[config.mk]
export PLATFORM = sky130hd
export DESIGN_NAME = vlq_stream_decoder
export DESIGN_NICKNAME = d
export VERILOG_FILES = /design/src/rtl/vlq_dec_pkg.sv /design/src/rtl/vlq_byte_split.sv /design/src/rtl/vlq_accum.sv /design/src/rtl/vlq_emit.sv /design/src/rtl/vlq_stream_decoder.sv
export SDC_FILE = /design/constraint.sdc
export NUM_CORES = 1
export LEC_CHECK = 0
export CORE_ASPECT_RATIO = 0.7
export CORE_MARGIN = 5
export CORE_UTILIZATION = 35
export DETAILED_ROUTE_END_ITERATION = 6
export GPL_TIMING_DRIVEN = 0
export PLACE_DENSITY = 0.76
export SLEW_MARGIN = 5
export SYNTH_ARGS = -nofsm -noshare
export SYNTH_HDL_FRONTEND = slang
export SYNTH_SLANG_ARGS = --single-unit
[constraint.sdc]
create_clock -name clk -period 2.2 [get_ports clk]
set_clock_uncertainty 0.2 [all_clocks]
set_input_delay 0.66 -clock clk [delete_from_list [all_inputs] [get_ports clk]]
set_output_delay 0.66 -clock clk [all_outputs]
set_load 0.01 [all_outputs]
[src/rtl/vlq_dec_pkg.sv]
package vlq_dec_pkg;

    // Collect: building an integer. Discard: dropping an over-long integer.
    typedef enum logic [0:0] {
        MODE_COLLECT = 1'b0,
        MODE_DISCARD = 1'b1
    } vlq_mode_e;

endpackage

[src/rtl/vlq_byte_split.sv]
module vlq_byte_split #(
    parameter int GRP_W = 7
) (
    input  logic [GRP_W:0]   byte_i,
    output logic             cont_o,
    output logic [GRP_W-1:0] grp_o
);

    always_comb begin
        cont_o = byte_i[GRP_W];
        grp_o  = byte_i[GRP_W-1:0];
    end

endmodule

[src/rtl/vlq_accum.sv]
module vlq_accum
    import vlq_dec_pkg::*;
#(
    parameter int GRP_W    = 7,
    parameter int MAX_GRPS = 4,
    localparam int VAL_W   = GRP_W * MAX_GRPS,
    localparam int CNT_W   = $clog2(MAX_GRPS + 1)
) (
    input  logic             clk,
    input  logic             rst_n,
    input  logic             take_i,
    input  logic             cont_i,
    input  logic [GRP_W-1:0] grp_i,
    output logic [VAL_W-1:0] acc_o,
    output logic [CNT_W-1:0] cnt_o,
    output vlq_mode_e        mode_o
);

    typedef struct packed {
        logic [VAL_W-1:0] acc;
        logic [CNT_W-1:0] cnt;
        vlq_mode_e        mode;
    } acc_state_t;

    localparam acc_state_t RST_STATE = '{acc: '0, cnt: '0, mode: MODE_COLLECT};
    localparam logic [CNT_W-1:0] CNT_FULL = CNT_W'(MAX_GRPS);

    acc_state_t st_d, st_q;

    always_comb begin
        st_d = st_q;
        if (take_i) begin
            if (st_q.mode == MODE_DISCARD) begin
                // Drop the byte; leave the discard at the last byte.
                if (!cont_i) begin
                    st_d.mode = MODE_COLLECT;
                end
            end else if (st_q.cnt == CNT_FULL) begin
                // Over-long integer: clear and drop what remains of it.
                st_d.acc  = '0;
                st_d.cnt  = '0;
                st_d.mode = cont_i ? MODE_DISCARD : MODE_COLLECT;
            end else if (cont_i) begin
                st_d.acc = {st_q.acc[VAL_W-GRP_W-1:0], grp_i};
                st_d.cnt = st_q.cnt + CNT_W'(1);
            end else begin
                // Terminating byte: its result is sent out this cycle.
                st_d.acc = '0;
                st_d.cnt = '0;
            end
        end
    end

    always_ff @(posedge clk or negedge rst_n) begin
        if (!rst_n) begin
            st_q <= RST_STATE;
        end else begin
            st_q <= st_d;
        end
    end

    assign acc_o  = st_q.acc;
    assign cnt_o  = st_q.cnt;
    assign mode_o = st_q.mode;

    AST_CNT_BOUND: assert property (@(posedge clk) disable iff (!rst_n)
        st_q.cnt <= CNT_FULL) else $error("count past limit");

    AST_CLEAR_AFTER_END: assert property (@(posedge clk) disable iff (!rst_n)
        (take_i && !cont_i && st_q.mode == MODE_COLLECT)
        |=> (st_q.cnt == '0 && st_q.acc == '0 && st_q.mode == MODE_COLLECT))
        else $error("state not cleared after result");

    AST_CLEAR_AFTER_ERR: assert property (@(posedge clk) disable iff (!rst_n)
        (take_i && st_q.mode == MODE_COLLECT && st_q.cnt == CNT_FULL)
        |=> (st_q.cnt == '0 && st_q.acc == '0))
        else $error("state not cleared after overflow");

    AST_DISCARD_EXIT: assert property (@(posedge clk) disable iff (!rst_n)
        (take_i && !cont_i && st_q.mode == MODE_DISCARD)
        |=> (st_q.mode == MODE_COLLECT))
        else $error("discard did not end");

endmodule

[src/rtl/vlq_emit.sv]
module vlq_emit
    import vlq_dec_pkg::*;
#(
    parameter int GRP_W    = 7,
    parameter int MAX_GRPS = 4,
    localparam int VAL_W   = GRP_W * MAX_GRPS,
    localparam int CNT_W   = $clog2(MAX_GRPS + 1)
) (
    input  logic             clk,
    input  logic             rst_n,
    input  logic             in_valid_i,
    input  logic             cont_i,
    input  logic [GRP_W-1:0] grp_i,
    input  logic [VAL_W-1:0] acc_i,
    input  logic [CNT_W-1:0] cnt_i,
    input  vlq_mode_e        mode_i,
    input  logic             out_ready_i,
    output logic             in_ready_o,
    output logic             take_o,
    output logic             out_valid_o,
    output logic [VAL_W-1:0] out_value_o,
    output logic [CNT_W-1:0] out_len_o,
    output logic             out_err_o
);

    localparam logic [CNT_W-1:0] CNT_FULL = CNT_W'(MAX_GRPS);

    logic collecting;
    logic full;

    always_comb begin
        collecting  = (mode_i == MODE_COLLECT);
        full        = (cnt_i == CNT_FULL);
        out_valid_o = in_valid_i && collecting && !full && !cont_i;
        out_err_o   = in_valid_i && collecting && full;
        out_value_o = {acc_i[VAL_W-GRP_W-1:0], grp_i};
        out_len_o   = cnt_i + CNT_W'(1);
        in_ready_o  = !out_valid_o || out_ready_i;
        take_o      = in_valid_i && in_ready_o;
    end

    AST_READY_STALL: assert property (@(posedge clk) disable iff (!rst_n)
        !in_ready_o |-> (out_valid_o && !out_ready_i))
        else $error("ready low without stall");

    AST_VALID_FINAL: assert property (@(posedge clk) disable iff (!rst_n)
        out_valid_o |-> (in_valid_i && !cont_i))
        else $error("result on continuing byte");

    AST_NO_VALID_ERR: assert property (@(posedge clk) disable iff (!rst_n)
        !(out_valid_o && out_err_o))
        else $error("result and error together");

    AST_LEN_RANGE: assert property (@(posedge clk) disable iff (!rst_n)
        out_valid_o |-> (out_len_o >= CNT_W'(1) && out_len_o <= CNT_FULL))
        else $error("length out of range");

endmodule

[src/rtl/vlq_stream_decoder.sv]
module vlq_stream_decoder
    import vlq_dec_pkg::*;
#(
    parameter int GRP_W    = 7,
    parameter int MAX_GRPS = 4,
    localparam int BYTE_W  = GRP_W + 1,
    localparam int VAL_W   = GRP_W * MAX_GRPS,
    localparam int CNT_W   = $clog2(MAX_GRPS + 1)
) (
    input  logic              clk,
    input  logic              rst_n,
    input  logic              in_valid,
    input  logic [BYTE_W-1:0] in_byte,
    output logic              in_ready,
    output logic              out_valid,
    input  logic              out_ready,
    output logic [VAL_W-1:0]  out_value,
    output logic [CNT_W-1:0]  out_len,
    output logic              out_err
);

    localparam logic [VAL_W-1:0] ONE_GRP_LIM = VAL_W'(1) << GRP_W;

    logic             cont;
    logic [GRP_W-1:0] grp;
    logic [VAL_W-1:0] acc;
    logic [CNT_W-1:0] cnt;
    vlq_mode_e        mode;
    logic             take;

    vlq_byte_split #(.GRP_W(GRP_W)) split_i (
        .byte_i (in_byte),
        .cont_o (cont),
        .grp_o  (grp)
    );

    vlq_accum #(.GRP_W(GRP_W), .MAX_GRPS(MAX_GRPS)) accum_i (
        .clk    (clk),
        .rst_n  (rst_n),
        .take_i (take),
        .cont_i (cont),
        .grp_i  (grp),
        .acc_o  (acc),
        .cnt_o  (cnt),
        .mode_o (mode)
    );

    vlq_emit #(.GRP_W(GRP_W), .MAX_GRPS(MAX_GRPS)) emit_i (
        .clk         (clk),
        .rst_n       (rst_n),
        .in_valid_i  (in_valid),
        .cont_i      (cont),
        .grp_i       (grp),
        .acc_i       (acc),
        .cnt_i       (cnt),
        .mode_i      (mode),
        .out_ready_i (out_ready),
        .in_ready_o  (in_ready),
        .take_o      (take),
        .out_valid_o (out_valid),
        .out_value_o (out_value),
        .out_len_o   (out_len),
        .out_err_o   (out_err)
    );

    AST_SINGLE_SMALL: assert property (@(posedge clk) disable iff (!rst_n)
        (out_valid && out_len == CNT_W'(1)) |-> (out_value < ONE_GRP_LIM))
        else $error("one-byte result too large");

    AST_ERR_PULSE: assert property (@(posedge clk) disable iff (!rst_n)
        (out_err && in_valid) |=> !out_err)
        else $error("error held over two cycles");

endmodule

==> out/qor.yml, run 1 <==
die_area_um2: 5123
syn_area_per_cell_um2: 10.16
pwr-share-seq: 0.320
power_density_nw_per_um2: 1192
p_int_w: 0.001488
cts_tree: "built"
drt-pass1-iter-count: 5
drt_wl_total_um: 3618
start_kind: "input pin"
grt_overflow_total: 0
netlist_area_um2: 1321
max_freq_mhz: 460.9
cp.arrival_ns: 1.31
setup_tns_ns: 0
ir_worst_vdd_v: 0.0004535
cap_violations: 0
fp.dieW_um: 83.44
wl_per_cell_um: 14.95
remaining_drc_errors: 0
tightest_slew_ns: 1.092
worstSetupPathType: "input pin to primary output"
register_area_um2: 625.6
clk_pin_slew_ns: 0.09
syn_nets: 144
min-delay-path-class: "register to register"
critical_path_peak_fanout: 6
hold_slack_ns: 0.3339
diodes: 0
core.rowCount: 18
start_util: 0.3690
drtIter0Drc: 97
yosys_warnings: 0
synth_seq_cells: 25
track_usage: 0.1490
place_hpwl_um: 2556
final.period_utilization: 0.9863
fin_area_um2: 2028
vias_per_cell: 4.843
area_growth_pct: 53.50
relSlewSlack: 0.2700
rsz0062_at_grt: "yes"
grt_max_degree: 26
root_buffer: "clkbuf_8"
syn_inst: 130
nFillCells: 286
clkPwrFrac: 0.116
drive_gt1_frac: 0.4063
dpl_cell_area_um2: 1824
seq_area_frac_synth: 0.4735
core-area_um2: 3581
final_nets: 207
synth_area_leaders: "dfrtp_1 47%, o21ai_2 13%, nand4_1 11%"
synth_edf_count: 0
p_sw_w: 0.0009305
finalCriticalPeriod_ns: 2.170
synth_top_area_cell: "dfrtp_1"
multi_input_area_um2: 515.5
clock_sinks: 25
grt_antenna_before_repair: 0
utilization: 0.5664
grt_pass1_vias: 1241
cp-end-kind: "primary output"
synth_ff_type: "dfrtp_1"
portBuffers: 44
vias: 1172
async_reset_ff_frac: 1.000
clk_latency_ns: 0.27
outcome: "completed"
ant_nets: 0
ios: 46
drv_slew: 0
synth_cell_type_count: 21
p_comb_frac: 0.564
synth_top_area_frac: 0.4735
p_leak_nw: 0.9191
switching_share: 0.3848
clock_path_buffers: 2
die_h_um: 61.41
required_ns: 1.34
final-setup-viol-count: 0
place.gp.congestion: 0.8440
grt_pass1_wl_um: 5968
cts_inserted_buffers: 3
cts-htree-levels: 1
finalHoldViolCount: 0
## cell type report
cell class | count | area share
plain buffers | 18 | 0.07279
clock inverters | 1 | 0.002468
repair buffers | 58 | 0.2647
flip-flops and latches | 25 | 0.3085
clock buffers | 3 | 0.02036
well taps | 50 | 0.03085
inverters | 25 | 0.04627
multi-input cells | 62 | 0.2542
## what timing repair did
| action | in CTS | in global routing |
|---|---|---|
| hold buffers | 0 | 0 |
| buffers inserted | 8 | 6 |
| setup endpoints to repair | 13 | 4 |
| pin swaps | 3 | 5 |
| gates resized for setup | 67 | 5 |
| cloned | 0 | 0 |
## cell usage in the layout (no fill, tap or decap), types with 2 or more instances in the layout
cell type / count
clkdlybuf4s15_2: 4
and3_4: 2
clkdlybuf4s50_1: 22
o21ai_0: 3
a31oi_1: 2
buf_6: 10
dfrtp_1: 25
inv_2: 2
dlygate4sd2_1: 11
nand4_1: 23
o21ai_2: 20
buf_4: 22
clkbuf_8: 3
buf_2: 6
inv_1: 23
## logic make-up after synthesis
kind of cell / after synthesis / share of synthesized area
buffers and inverters: 43 / 0.1695
AND/OR/NAND/NOR: 30 / 0.1477
flip-flops: 25 / 0.4735
adder cells (fa/ha/maj): 2 / 0.01894
XOR/XNOR: 1 / 0.006630
AO/OA/AOI/OAI: 29 / 0.1837
## Yosys cell counts (2+ instances only)
master and number:
a31oi_1 2, ha_1 2, nand4_1 23, buf_4 11, inv_1 25, dfrtp_1 25, o21ai_0 3, and3_1 2
buf_2 5, buf_6 2, o21ai_2 20
## state kept, by name (all words and copies together), names as in the netlist
name / count
accum_i.acc_o: 21
accum_i.cnt_o: 3
accum_i.mode_o: 1
## path summary, 6_finish.rpt
path | end | startpoint | cells past startpoint | slack, ns
worst max-delay path | in_ready | in_valid | 6 | 0.03
max in group asynchronous | accum_i.mode_o | rst_n | 1 | 0.37
min in group asynchronous | accum_i.acc_o[3] | rst_n | 1 | 0.77
worst max register to register | accum_i.acc_o[9] | accum_i.cnt_o[0] | 7 | 0.51
worst min register to register | accum_i.acc_o[18] | accum_i.acc_o[18] | 2 | 0.33
worst min-delay path | accum_i.acc_o[18] | accum_i.acc_o[18] | 2 | 0.33
## worst max-delay path, cell delays in order
cell and delay [ns]:
buf_6 0.07, nor2b_4 0.14, buf_6 0.13, buf_6 0.10, nand3_2 0.08, buf_6 0.13
## power by group through the flow
stage / combinational [W] / clock, W / sequential, W
detailed placement: 0.00116 / 0 / 0.000776
global route: 0.00148 / 0.000307 / 0.000801
floorplan: 0.000566 / 0 / 0.000813
CTS: 0.00127 / 0.000281 / 0.000774
global placement: 0.00113 / 0 / 0.000768
finish: 0.00136 / 0.000281 / 0.000773
## per-layer routing
| metal | part of all wire | GRT usage |
|---|---|---|
| met1 | 0.44 | 0.1783 |
| met3 | 0.062 | 0.04278 |
| met4 | 0.0064 | 0.05734 |
| met5 | 0 | 0 |
| met2 | 0.49 | 0.2637 |
## stage by stage
step	std cells	worst slack [ns]	power, W
floorplan	130	0.1298	0.001379
global placement	224	-0.8779	0.001900
detailed placement	224	-0.9234	0.001940
CTS	236	0.009874	0.002330
global route	242	-0.02183	0.002586
finish	242	0.03025	0.002418
Note: power is estimated with default switching activity, not from simulation.
==> run 2: changes to the inputs <==
Settings changed: GPL_ROUTABILITY_DRIVEN from default to 0.
==> results of run 2 <==
The final DEF is identical to that of run 1; final timing and power are the same.
